==> src/rtl/sdw_pkg.sv <==
`timescale 1ns/1ps
package sdw_pkg;
   typedef enum logic {
      ST_IDLE = 1'b0,
      ST_NORM = 1'b1
   } sdw_state_e;
endpackage

==> src/rtl/sdw_classify.sv <==
`timescale 1ns/1ps
module sdw_classify #(
   parameter int EXP_W  = 8,
   parameter int FRAC_W = 23
) (
   input  logic [EXP_W+FRAC_W-1:0] mag_i,
   output logic                    eligible_o
);
   logic exp_zero;
   logic frac_nz;

   assign exp_zero   = (mag_i[EXP_W+FRAC_W-1 -: EXP_W] == '0);
   assign frac_nz    = |mag_i[FRAC_W-1:0];
   assign eligible_o = exp_zero & frac_nz;
endmodule

==> src/rtl/sdw_normalize.sv <==
`timescale 1ns/1ps
module sdw_normalize
   import sdw_pkg::*;
#(
   parameter int FRAC_W    = 23,
   parameter int DEXP_W    = 11,
   parameter int START_EXP = 897
) (
   input  logic              clk_i,
   input  logic              rst_ni,
   input  logic              load_i,
   input  logic [FRAC_W-1:0] frac_i,
   output logic              busy_o,
   output logic              found_o,
   output logic [FRAC_W-1:0] frac_o,
   output logic [DEXP_W-1:0] exp_o
);
   sdw_state_e        state_q;
   logic [FRAC_W:0]   mant_q;
   logic [DEXP_W-1:0] exp_q;

   always_ff @(posedge clk_i or negedge rst_ni) begin
      if (!rst_ni) begin
         state_q <= ST_IDLE;
         mant_q  <= '0;
         exp_q   <= '0;
      end else begin
         case (state_q)
            ST_IDLE: begin
               if (load_i) begin
                  state_q <= ST_NORM;
                  mant_q  <= {1'b0, frac_i};
                  exp_q   <= DEXP_W'(START_EXP);
               end
            end
            ST_NORM: begin
               if (mant_q[FRAC_W]) begin
                  state_q <= ST_IDLE;
               end else begin
                  mant_q <= {mant_q[FRAC_W-1:0], 1'b0};
                  exp_q  <= exp_q - 1'b1;
               end
            end
            default: state_q <= ST_IDLE;
         endcase
      end
   end

   assign busy_o  = (state_q == ST_NORM);
   assign found_o = (state_q == ST_NORM) && mant_q[FRAC_W];
   assign frac_o  = mant_q[FRAC_W-1:0];
   assign exp_o   = exp_q;
endmodule

==> src/rtl/sdw_pack.sv <==
`timescale 1ns/1ps
module sdw_pack #(
   parameter int WORD_W    = 32,
   parameter int SP_FRAC_W = 23,
   parameter int DP_EXP_W  = 11
) (
   input  logic                 sign_i,
   input  logic [DP_EXP_W-1:0]  exp_i,
   input  logic [SP_FRAC_W-1:0] frac_i,
   output logic [WORD_W-1:0]    hi_o,
   output logic [WORD_W-1:0]    lo_o
);
   localparam int DP_FRAC_W = 2*WORD_W - 1 - DP_EXP_W;
   localparam int PAD_W     = DP_FRAC_W - SP_FRAC_W;

   logic [DP_FRAC_W-1:0] dp_frac;

   generate
      if (PAD_W > 0) begin : g_pad
         assign dp_frac = {frac_i, {PAD_W{1'b0}}};
      end else begin : g_nopad
         assign dp_frac = frac_i;
      end
   endgenerate

   assign {hi_o, lo_o} = {sign_i, exp_i, dp_frac};
endmodule

==> src/rtl/sp_subnorm_widen.sv <==
`timescale 1ns/1ps
module sp_subnorm_widen #(
   parameter int WORD_W    = 32,
   parameter int SP_EXP_W  = 8,
   parameter int SP_FRAC_W = 23,
   parameter int DP_EXP_W  = 11,
   parameter int IDX_W     = 4
) (
   input  logic              clk_i,
   input  logic              rst_ni,
   input  logic              start_i,
   input  logic [WORD_W-1:0] operand_i,
   input  logic [IDX_W-1:0]  reg_idx_i,
   output logic              busy_o,
   output logic              done_o,
   output logic              wr_en_o,
   output logic [IDX_W-1:0]  wr_idx_o,
   output logic [IDX_W-1:0]  wr_idx_next_o,
   output logic [WORD_W-1:0] wr_data_hi_o,
   output logic [WORD_W-1:0] wr_data_lo_o
);
   localparam int SP_BIAS   = 2**(SP_EXP_W-1) - 1;
   localparam int DP_BIAS   = 2**(DP_EXP_W-1) - 1;
   localparam int START_EXP = DP_BIAS - (SP_BIAS - 1);

   generate
      if (WORD_W != 1 + SP_EXP_W + SP_FRAC_W) begin : g_bad_word
         $error("sp_subnorm_widen: single format does not fill WORD_W");
      end
      if (2*WORD_W - 1 - DP_EXP_W < SP_FRAC_W) begin : g_bad_frac
         $error("sp_subnorm_widen: double fraction narrower than single fraction");
      end
      if (DP_EXP_W <= SP_EXP_W) begin : g_bad_exp
         $error("sp_subnorm_widen: double exponent must be wider");
      end
   endgenerate

   logic                 eligible;
   logic                 accept;
   logic                 norm_busy;
   logic                 found;
   logic [SP_FRAC_W-1:0] frac_w;
   logic [DP_EXP_W-1:0]  exp_w;
   logic [WORD_W-1:0]    hi_w;
   logic [WORD_W-1:0]    lo_w;
   logic                 sign_q;
   logic [IDX_W-1:0]     idx_q;
   logic                 done_q;
   logic                 wr_en_q;
   logic [IDX_W-1:0]     widx_q;
   logic [IDX_W-1:0]     wnext_q;
   logic [WORD_W-1:0]    hi_q;
   logic [WORD_W-1:0]    lo_q;

   assign accept = start_i & ~norm_busy;

   sdw_classify #(
      .EXP_W  (SP_EXP_W),
      .FRAC_W (SP_FRAC_W)
   ) u_classify (
      .mag_i      (operand_i[WORD_W-2:0]),
      .eligible_o (eligible)
   );

   sdw_normalize #(
      .FRAC_W    (SP_FRAC_W),
      .DEXP_W    (DP_EXP_W),
      .START_EXP (START_EXP)
   ) u_normalize (
      .clk_i   (clk_i),
      .rst_ni  (rst_ni),
      .load_i  (accept & eligible),
      .frac_i  (operand_i[SP_FRAC_W-1:0]),
      .busy_o  (norm_busy),
      .found_o (found),
      .frac_o  (frac_w),
      .exp_o   (exp_w)
   );

   sdw_pack #(
      .WORD_W    (WORD_W),
      .SP_FRAC_W (SP_FRAC_W),
      .DP_EXP_W  (DP_EXP_W)
   ) u_pack (
      .sign_i (sign_q),
      .exp_i  (exp_w),
      .frac_i (frac_w),
      .hi_o   (hi_w),
      .lo_o   (lo_w)
   );

   always_ff @(posedge clk_i or negedge rst_ni) begin
      if (!rst_ni) begin
         sign_q  <= 1'b0;
         idx_q   <= '0;
         done_q  <= 1'b0;
         wr_en_q <= 1'b0;
         widx_q  <= '0;
         wnext_q <= '0;
         hi_q    <= '0;
         lo_q    <= '0;
      end else begin
         done_q  <= 1'b0;
         wr_en_q <= 1'b0;
         if (accept) begin
            sign_q <= operand_i[WORD_W-1];
            idx_q  <= reg_idx_i;
            if (!eligible) begin
               done_q <= 1'b1;
            end
         end
         if (found) begin
            done_q  <= 1'b1;
            wr_en_q <= 1'b1;
            hi_q    <= hi_w;
            lo_q    <= lo_w;
            widx_q  <= idx_q;
            wnext_q <= idx_q + {{(IDX_W-1){1'b0}}, 1'b1};
         end
      end
   end

   assign busy_o        = norm_busy;
   assign done_o        = done_q;
   assign wr_en_o       = wr_en_q;
   assign wr_idx_o      = widx_q;
   assign wr_idx_next_o = wnext_q;
   assign wr_data_hi_o  = hi_q;
   assign wr_data_lo_o  = lo_q;
endmodule

==> config.mk <==
export PLATFORM = sky130hd
export DESIGN_NAME = sp_subnorm_widen
export DESIGN_NICKNAME = d
export VERILOG_FILES = /design/src/rtl/sdw_pkg.sv /design/src/rtl/sdw_classify.sv /design/src/rtl/sdw_normalize.sv /design/src/rtl/sdw_pack.sv /design/src/rtl/sp_subnorm_widen.sv
export SDC_FILE = /design/constraint.sdc
export NUM_CORES = 1
export LEC_CHECK = 0
export BUFFER_PORTS_ARGS = -buffer_cell sky130_fd_sc_hd__buf_2
export CORE_MARGIN = 5
export CORE_UTILIZATION = 45
export DETAILED_ROUTE_END_ITERATION = 10
export GPL_ROUTABILITY_DRIVEN = 0
export GPL_TIMING_DRIVEN = 0
export PLACE_DENSITY = 0.7
export SLEW_MARGIN = 20
export SYNTH_ARGS = -nofsm -noshare
export SYNTH_HDL_FRONTEND = slang
export SYNTH_SLANG_ARGS = --single-unit
==> constraint.sdc <==
create_clock -name clk_i -period 4.18 [get_ports clk_i]
set_input_delay 0.418 -clock clk_i [delete_from_list [all_inputs] [get_ports clk_i]]
set_output_delay 0.418 -clock clk_i [all_outputs]
set_load 0.02 [all_outputs]
After elaboration in Yosys (flattened, before gate mapping)
Cells that the tools add are included.
{ "word_totals": {"ff_bits": 86, "output_inout_bits": 75} }
{ "classes": {"addsub": 2, "eq_ne": 2, "mux": 13, "bitwise": 4, "n_reduce_logical": 4} }
{ "op_table": {"columns": ["op", "n"], "rows": [
  ["24-bit 2-to-1 mux", 2],
  ["24-bit one-hot mux with 2 select lines", 1],
  ["23-bit OR reduction", 1],
  ["11-bit 2-to-1 mux", 2],
  ["11-bit one-hot mux with 2 select lines", 1],
  ["11-bit by 1-bit subtractor with 11-bit output (second input constant)", 1],
  ["8-bit logical NOT", 1],
  ["1-bit 2-to-1 mux", 6],
  ["4-bit by 1-bit adder with 4-bit output (second input constant)", 1],
  ["1-bit AND", 3],
  ["2-bit by 1-bit != test with 1-bit output (second input constant)", 1],
  ["2-bit != test (second input constant)", 1],
  ["1-bit one-hot mux with 2 select lines", 1],
  ["2-bit AND reduction", 1],
  ["1-bit logical AND", 1],
  ["1-bit NOT", 1]
]} }

Depth between registers and ports, before layout
{ "logic_depth": {"word_depth": 5, "depth_mapped": 7} }

Modules after synthesis
A second synthesis with hierarchy kept.
{ "hier_totals": {"cells_unflattened": 440, "hier_area_um2": 5507.8} }
{ "modules_own_cells": {"columns": ["module", "n_inst", "cells_each", "area_per_inst_um2", "seq_area_each_um2"], "rows": [
  ["sp_subnorm_widen", 1, 176, 3148.0, 1976.9],
  ["sdw_normalize", 1, 188, 1808.0, 900.9],
  ["sdw_pack", 1, 65, 484.2, 0.0],
  ["sdw_classify", 1, 11, 67.6, 0.0]
]} }

Least setup slack after synthesis
OpenSTA, ideal clock, no wires.
{ "synth_timing": {"kind": "register -> register", "startpoint": "register u_normalize.exp_q[3] (netlist: u_normalize.exp_o[3])", "endpoint": "register u_normalize.exp_q[10] (netlist: u_normalize.exp_o[10])", "t_arrival_ns": 1.568, "setup_slack_ns": 2.490, "stages_incl_launch_ff": 6, "n_path_buf": 1, "period_less_slack_ns": 1.690, "cell_sequence": "dfrtp_1 buf_2 nor4_4 and4b_1 mux2_2 a32o_1"} }
{ "synth_via": {"elab_chain_cells": 3} }
{ "synth_rtl": {"columns": ["element", "line", "text"], "rows": [
  ["start: declaration", "sdw_normalize.sv:20", "logic [DEXP_W-1:0] exp_q;"],
  ["start signal: assignment", "sdw_normalize.sv:33", "exp_q <= DEXP_W'(START_EXP);"],
  ["start signal: assignment", "sdw_normalize.sv:41", "exp_q <= exp_q - 1'b1;"],
  ["11-bit by 1-bit subtractor with 11-bit output", "sdw_normalize.sv:41", null],
  ["11-bit 2-to-1 mux", "sdw_normalize.sv:37", "if (mant_q[FRAC_W]) begin"],
  ["11-bit one-hot mux with 2 select lines", "sdw_normalize.sv:28", "case (state_q)"]
]} }
Every way passes these cells. The select of a mux whose other input is x is not followed.
A chain may end at the register's enable or synchronous reset.

Worst setup path after layout
{ "layout_timing": {"startpoint": "register u_normalize.state_q (netlist: u_normalize.busy_o)", "endpoint": "register u_normalize.mant_q[11]"} }
{ "layout_via": {"elab_chain_cells": 5} }
{ "layout_rtl": {"columns": ["element", "line", "text"], "rows": [
  ["start: declaration", "sdw_normalize.sv:18", "sdw_state_e state_q;"],
  ["start signal: assignment", "sdw_normalize.sv:24", "state_q <= ST_IDLE;"],
  ["start signal: assignment", "sdw_normalize.sv:31", "state_q <= ST_NORM;"],
  ["start signal: assignment", "sdw_normalize.sv:38", "state_q <= ST_IDLE;"],
  ["1-bit NOT", null, null],
  ["1-bit AND", "sp_subnorm_widen.sv:55", "assign accept = start_i & ~norm_busy;"],
  ["1-bit AND", "sp_subnorm_widen.sv:72", ".load_i (accept & eligible),"],
  ["2-bit by 1-bit != test with 1-bit output (no line)", null, null],
  ["2-bit AND reduction (no line)", null, null],
  ["end signal: assignment", "sdw_normalize.sv:32", "mant_q <= {1'b0, frac_i};"],
  ["end signal: assignment", "sdw_normalize.sv:40", "mant_q <= {mant_q[FRAC_W-1:0], 1'b0};"],
  ["end: declaration", "sdw_normalize.sv:19", "logic [FRAC_W:0] mant_q;"]
]} }
Parallel ways exist; a longest one is shown, timed or not.

==> flow_summary.rst <==
.. list-table::
   :header-rows: 1

   * - Metric
     - Value
   * - Dominant cell type by area after synthesis
     - sky130_fd_sc_hd__dfrtp_1
   * - Number of flops mapped to enable cells by yosys
     - 0
   * - Static power due to leakage
     - approximately 2.2 nW
   * - Netlist area before placement
     - between 0.004 and 0.005 mm²
   * - Seq/Total Area, Yosys
     - 49.03%
   * - Hold Violations, Final
     - 0
   * - Cell area after layout
     - approximately 0.0053 mm²
   * - Multiplexer share of the synthesized area
     - 11.26%
   * - Biggest area contributors in the synthesized netlist
     - sky130_fd_sc_hd__dfrtp_1 49%, sky130_fd_sc_hd__mux2_2 11%, sky130_fd_sc_hd__buf_4 5.0%
   * - Simple-gate area share of the yosys netlist
     - a little over a tenth
   * - Number of flip-flops and latches in the synthesized netlist
     - 86
   * - Area share of the largest cell type after synthesis
     - 49.03%
   * - Number of levels in the clock H-tree
     - 3
   * - Antenna violations before repair
     - 0
   * - Number of clock buffers inserted by TritonCTS
     - 9
   * - Main synth FF type
     - sky130_fd_sc_hd__dfrtp_1
   * - Worst reg2reg path endpoint
     - u_normalize.mant_q[11]
   * - Cell area after placement
     - 0.005104 mm²
   * - Most used standard cell by instance count after synthesis
     - sky130_fd_sc_hd__dfrtp_1
   * - Crit share post-route
     - between 40% and 50%
   * - Type of the worst setup path
     - flip-flop to flip-flop
   * - Top post-synthesis cells by count
     - 86 x sky130_fd_sc_hd__dfrtp_1, 43 x sky130_fd_sc_hd__mux2_2, 34 x sky130_fd_sc_hd__o21ai_0, 29 x sky130_fd_sc_hd__buf_4, 24 x sky130_fd_sc_hd__o211ai_1
   * - Distinct cells, synth
     - 42
   * - Cts-stage hold buffer count
     - 0
   * - Source-to-sink clock delay at the later pin of the worst-skew pair
     - 0.35 ns
   * - Final std cells w/o fill
     - about 650
   * - I/O pin count
     - around 110
   * - Worst slew pin tran
     - roughly 0.65 ns
   * - Xor/xnor cell area share of the yosys netlist
     - 0.3991%
   * - Gate count of the mapped netlist
     - approximately 390
   * - Post-detailed-route count of antenna-violating nets
     - 0
   * - Iteration-0 DRC Markers
     - 189
   * - Total negative setup slack
     - 0 ns
   * - Final period demand of the worst path
     - around 2.0 ns
   * - GR Util All Layers
     - between 15 and 20%
   * - Peak supply drop
     - roughly 0.16 mV
   * - Post-cts resize count
     - 0
   * - Depth of the most critical reg-to-reg path
     - 6
   * - Kind of path behind the tightest hold check
     - input port to asynchronous set/reset pin
   * - Final-stage net count
     - roughly 560
   * - Wire length of the first global-routing pass
     - approximately 17000 µm
   * - Number of input and output port buffers inserted
     - 84
   * - Die Y-Extent
     - 108.8 µm
   * - Worst setup slack for register-to-register paths
     - 2.16 ns
   * - Worst max-slew margin expressed relative to the limit
     - a little under three fifths
   * - Category of the worst setup path capture point
     - flip-flop
   * - Total vias in the final route
     - between 3000 and 4000
   * - Die area
     - approximately 0.012 mm²
   * - Grt total ovfl
     - 0
   * - Pin count of the biggest net entering global routing
     - between 50 and 60
   * - Run status
     - finished clean
   * - Clock tree from TritonCTS
     - done
   * - RSZ-0062 raised after global routing
     - false
   * - Number of placed cells counting well taps
     - 640
   * - Wire length after detailed routing
     - 10380 µm
   * - Post-Route Hold Slack
     - roughly 0.091 ns
   * - Layout-stage area growth over the synthesis result
     - 20.75%
   * - Initial Utilization
     - a little under half
   * - Ratio of total power to cell area
     - roughly 320 mW/mm²
   * - Largest family of logic cells by synthesized area
     - compound AO/OA/AOI/OAI gates
   * - Final setup violation count
     - 0
   * - WL/cell
     - 15.87 µm
   * - Endpoint arrival time on the critical path
     - between 2 and 2.5 ns
   * - Core box area
     - about 0.0096 mm²
   * - Die Span X
     - around 110 µm
   * - Root Driver
     - sky130_fd_sc_hd__clkbuf_8
   * - Maximum achievable frequency
     - ~490 MHz
   * - Sink count of the clock tree
     - 86
   * - Drt first pass iters
     - 4
   * - Share of cells above drive strength 1
     - a little over a third
   * - Maximum net fanout on the critical path
     - 10
   * - Core Rows
     - 36
   * - Max_cap viols
     - 0
   * - Compound-gate portion of the synthesized area
     - about a fifth
   * - Total number of yosys warnings
     - 0
   * - Total count of max-transition violations in the final report
     - 0
   * - Startpoint of the worst-slack reg-to-reg timing path
     - u_normalize.busy_o
   * - Total of fill cells in the finished design
     - 904
   * - Via density per instance
     - roughly 5.4
   * - Vias in the first global route
     - around 3400
   * - Post-synth ARST share
     - 100.0%
   * - Longest Clk Path Bufs
     - 2
   * - Post-synthesis area per instance
     - 11.14 µm²
   * - DRC violations left
     - 0
   * - Number of setup buffers added after CTS
     - 0
   * - Number of inserted diodes
     - 0
   * - Final setup skew
     - 0.01055 ns
   * - Fraction of the mapped netlist area in adder cells
     - 0.5701%
   * - HPWL after detailed placement
     - 7786 µm
   * - Clock slew seen by the registers of the worst setup and hold paths
     - roughly 0.08 ns
   * - Launching element type of the critical path
     - flip-flop
   * - Required arrival time at the worst endpoint
     - around 4.5 ns
power breakdown:
| group | internal, mW | switching, mW |
|---|---|---|
| logic | 0.0778 | 0.117 |
| registers | 0.871 | 0.0335 |
| clock network | 0.302 | 0.292 |
per-layer routing:
| metal | routed length [µm] | vias up | GRT usage [%] |
|---|---|---|---|
| met2 | 4907 | 145 | 28.95 |
| met3 | 794 | 13 | 3.967 |
| met4 | 150 | 0 | 5.771 |
| met1 | 4530 | 1711 | 25.03 |
| li1 | - | 1676 | - |
| met5 | 0 | - | 0 |
per-stage QoR:
stage               power [mW]  setup slack (ns)  utilization, %
detailed placement       1.116             2.138           52.95
finish                   1.693             2.158           54.98
global placement         1.108             1.970           52.71
global route             1.772             2.018           54.98
CTS                      1.711             2.181           54.98
floorplan                1.034             2.490               -
cell usage in the layout (no fill, tap or decap), types with 4 or more instances in the layout:
master	synthesis	routed
sky130_fd_sc_hd__nand2b_1	4	4
sky130_fd_sc_hd__conb_1	1	29
sky130_fd_sc_hd__buf_2	11	94
sky130_fd_sc_hd__or3_1	23	23
sky130_fd_sc_hd__buf_4	29	30
sky130_fd_sc_hd__clkbuf_1	19	19
sky130_fd_sc_hd__nor4_1	4	4
sky130_fd_sc_hd__mux2_2	43	43
sky130_fd_sc_hd__a41oi_1	22	22
sky130_fd_sc_hd__o211ai_1	24	24
sky130_fd_sc_hd__dfrtp_1	86	86
sky130_fd_sc_hd__a32o_1	5	5
sky130_fd_sc_hd__o21ai_0	34	34
sky130_fd_sc_hd__o21bai_1	22	22
sky130_fd_sc_hd__nor2_1	7	7
sky130_fd_sc_hd__clkbuf_8	0	11
sky130_fd_sc_hd__nand2_1	16	16
sky130_fd_sc_hd__inv_1	7	7
worst max-delay path, cell delays in order (launching register included):
cell and delay (ns):
sky130_fd_sc_hd__dfrtp_1 0.43, sky130_fd_sc_hd__nor2b_1 0.23, sky130_fd_sc_hd__clkbuf_1 0.35, sky130_fd_sc_hd__clkbuf_1 0.40
sky130_fd_sc_hd__a41oi_1 0.20, sky130_fd_sc_hd__o21bai_1 0.20, sky130_fd_sc_hd__o211ai_1 0.11
kinds of logic (layout without fill, tap and decap cells):
family	count (synthesis)	in the layout
AOI/OAI and AO/OA	121	121
and+or+nand+nor	71	71
buffers and inverters	67	166
muxes	44	44
other	1	29
xor gates and xnor gates	2	2
DFF	86	86
adders and majority gates	2	2
cell type report:
class,instances,area [µm²],area share [%]
inverters,7,26.28,0.4958
clock buffers,11,151.4,2.856
repair buffers,85,442.9,8.357
well taps,133,166.4,3.140
plain buffers,60,349.1,6.586
multi-input cells,269,1967,37.11
flip-flops and latches,86,2152,40.60
clock inverters,3,45.04,0.8499
how the worst max path moves through the flow:
stage | start | end | slack, ns | cells past startpoint
floorplan | u_normalize.exp_o[3] | u_normalize.exp_o[10] | 2.49 | 5
global placement | rst_ni | u_normalize.mant_q[11] | 1.97 | 1
finish | u_normalize.busy_o | u_normalize.mant_q[11] | 2.16 | 6
CTS | u_normalize.busy_o | u_normalize.mant_q[11] | 2.18 | 6
global route | u_normalize.busy_o | u_normalize.mant_q[17] | 2.02 | 6
detailed placement | start_i | u_normalize.mant_q[11] | 2.14 | 7
registers in the layout, summed over array words and instances (netlist names):
name,cells
u_normalize.exp_o,11
idx_q,4
wr_en_o,1
sign_q,1
wr_idx_next_o,4
u_normalize.mant_q,24
u_normalize.busy_o,1
wr_data_hi_o,32
wr_idx_o,4
done_o,1
wr_data_lo_o,3
No activity file was read; power rests on OpenSTA's default activity.
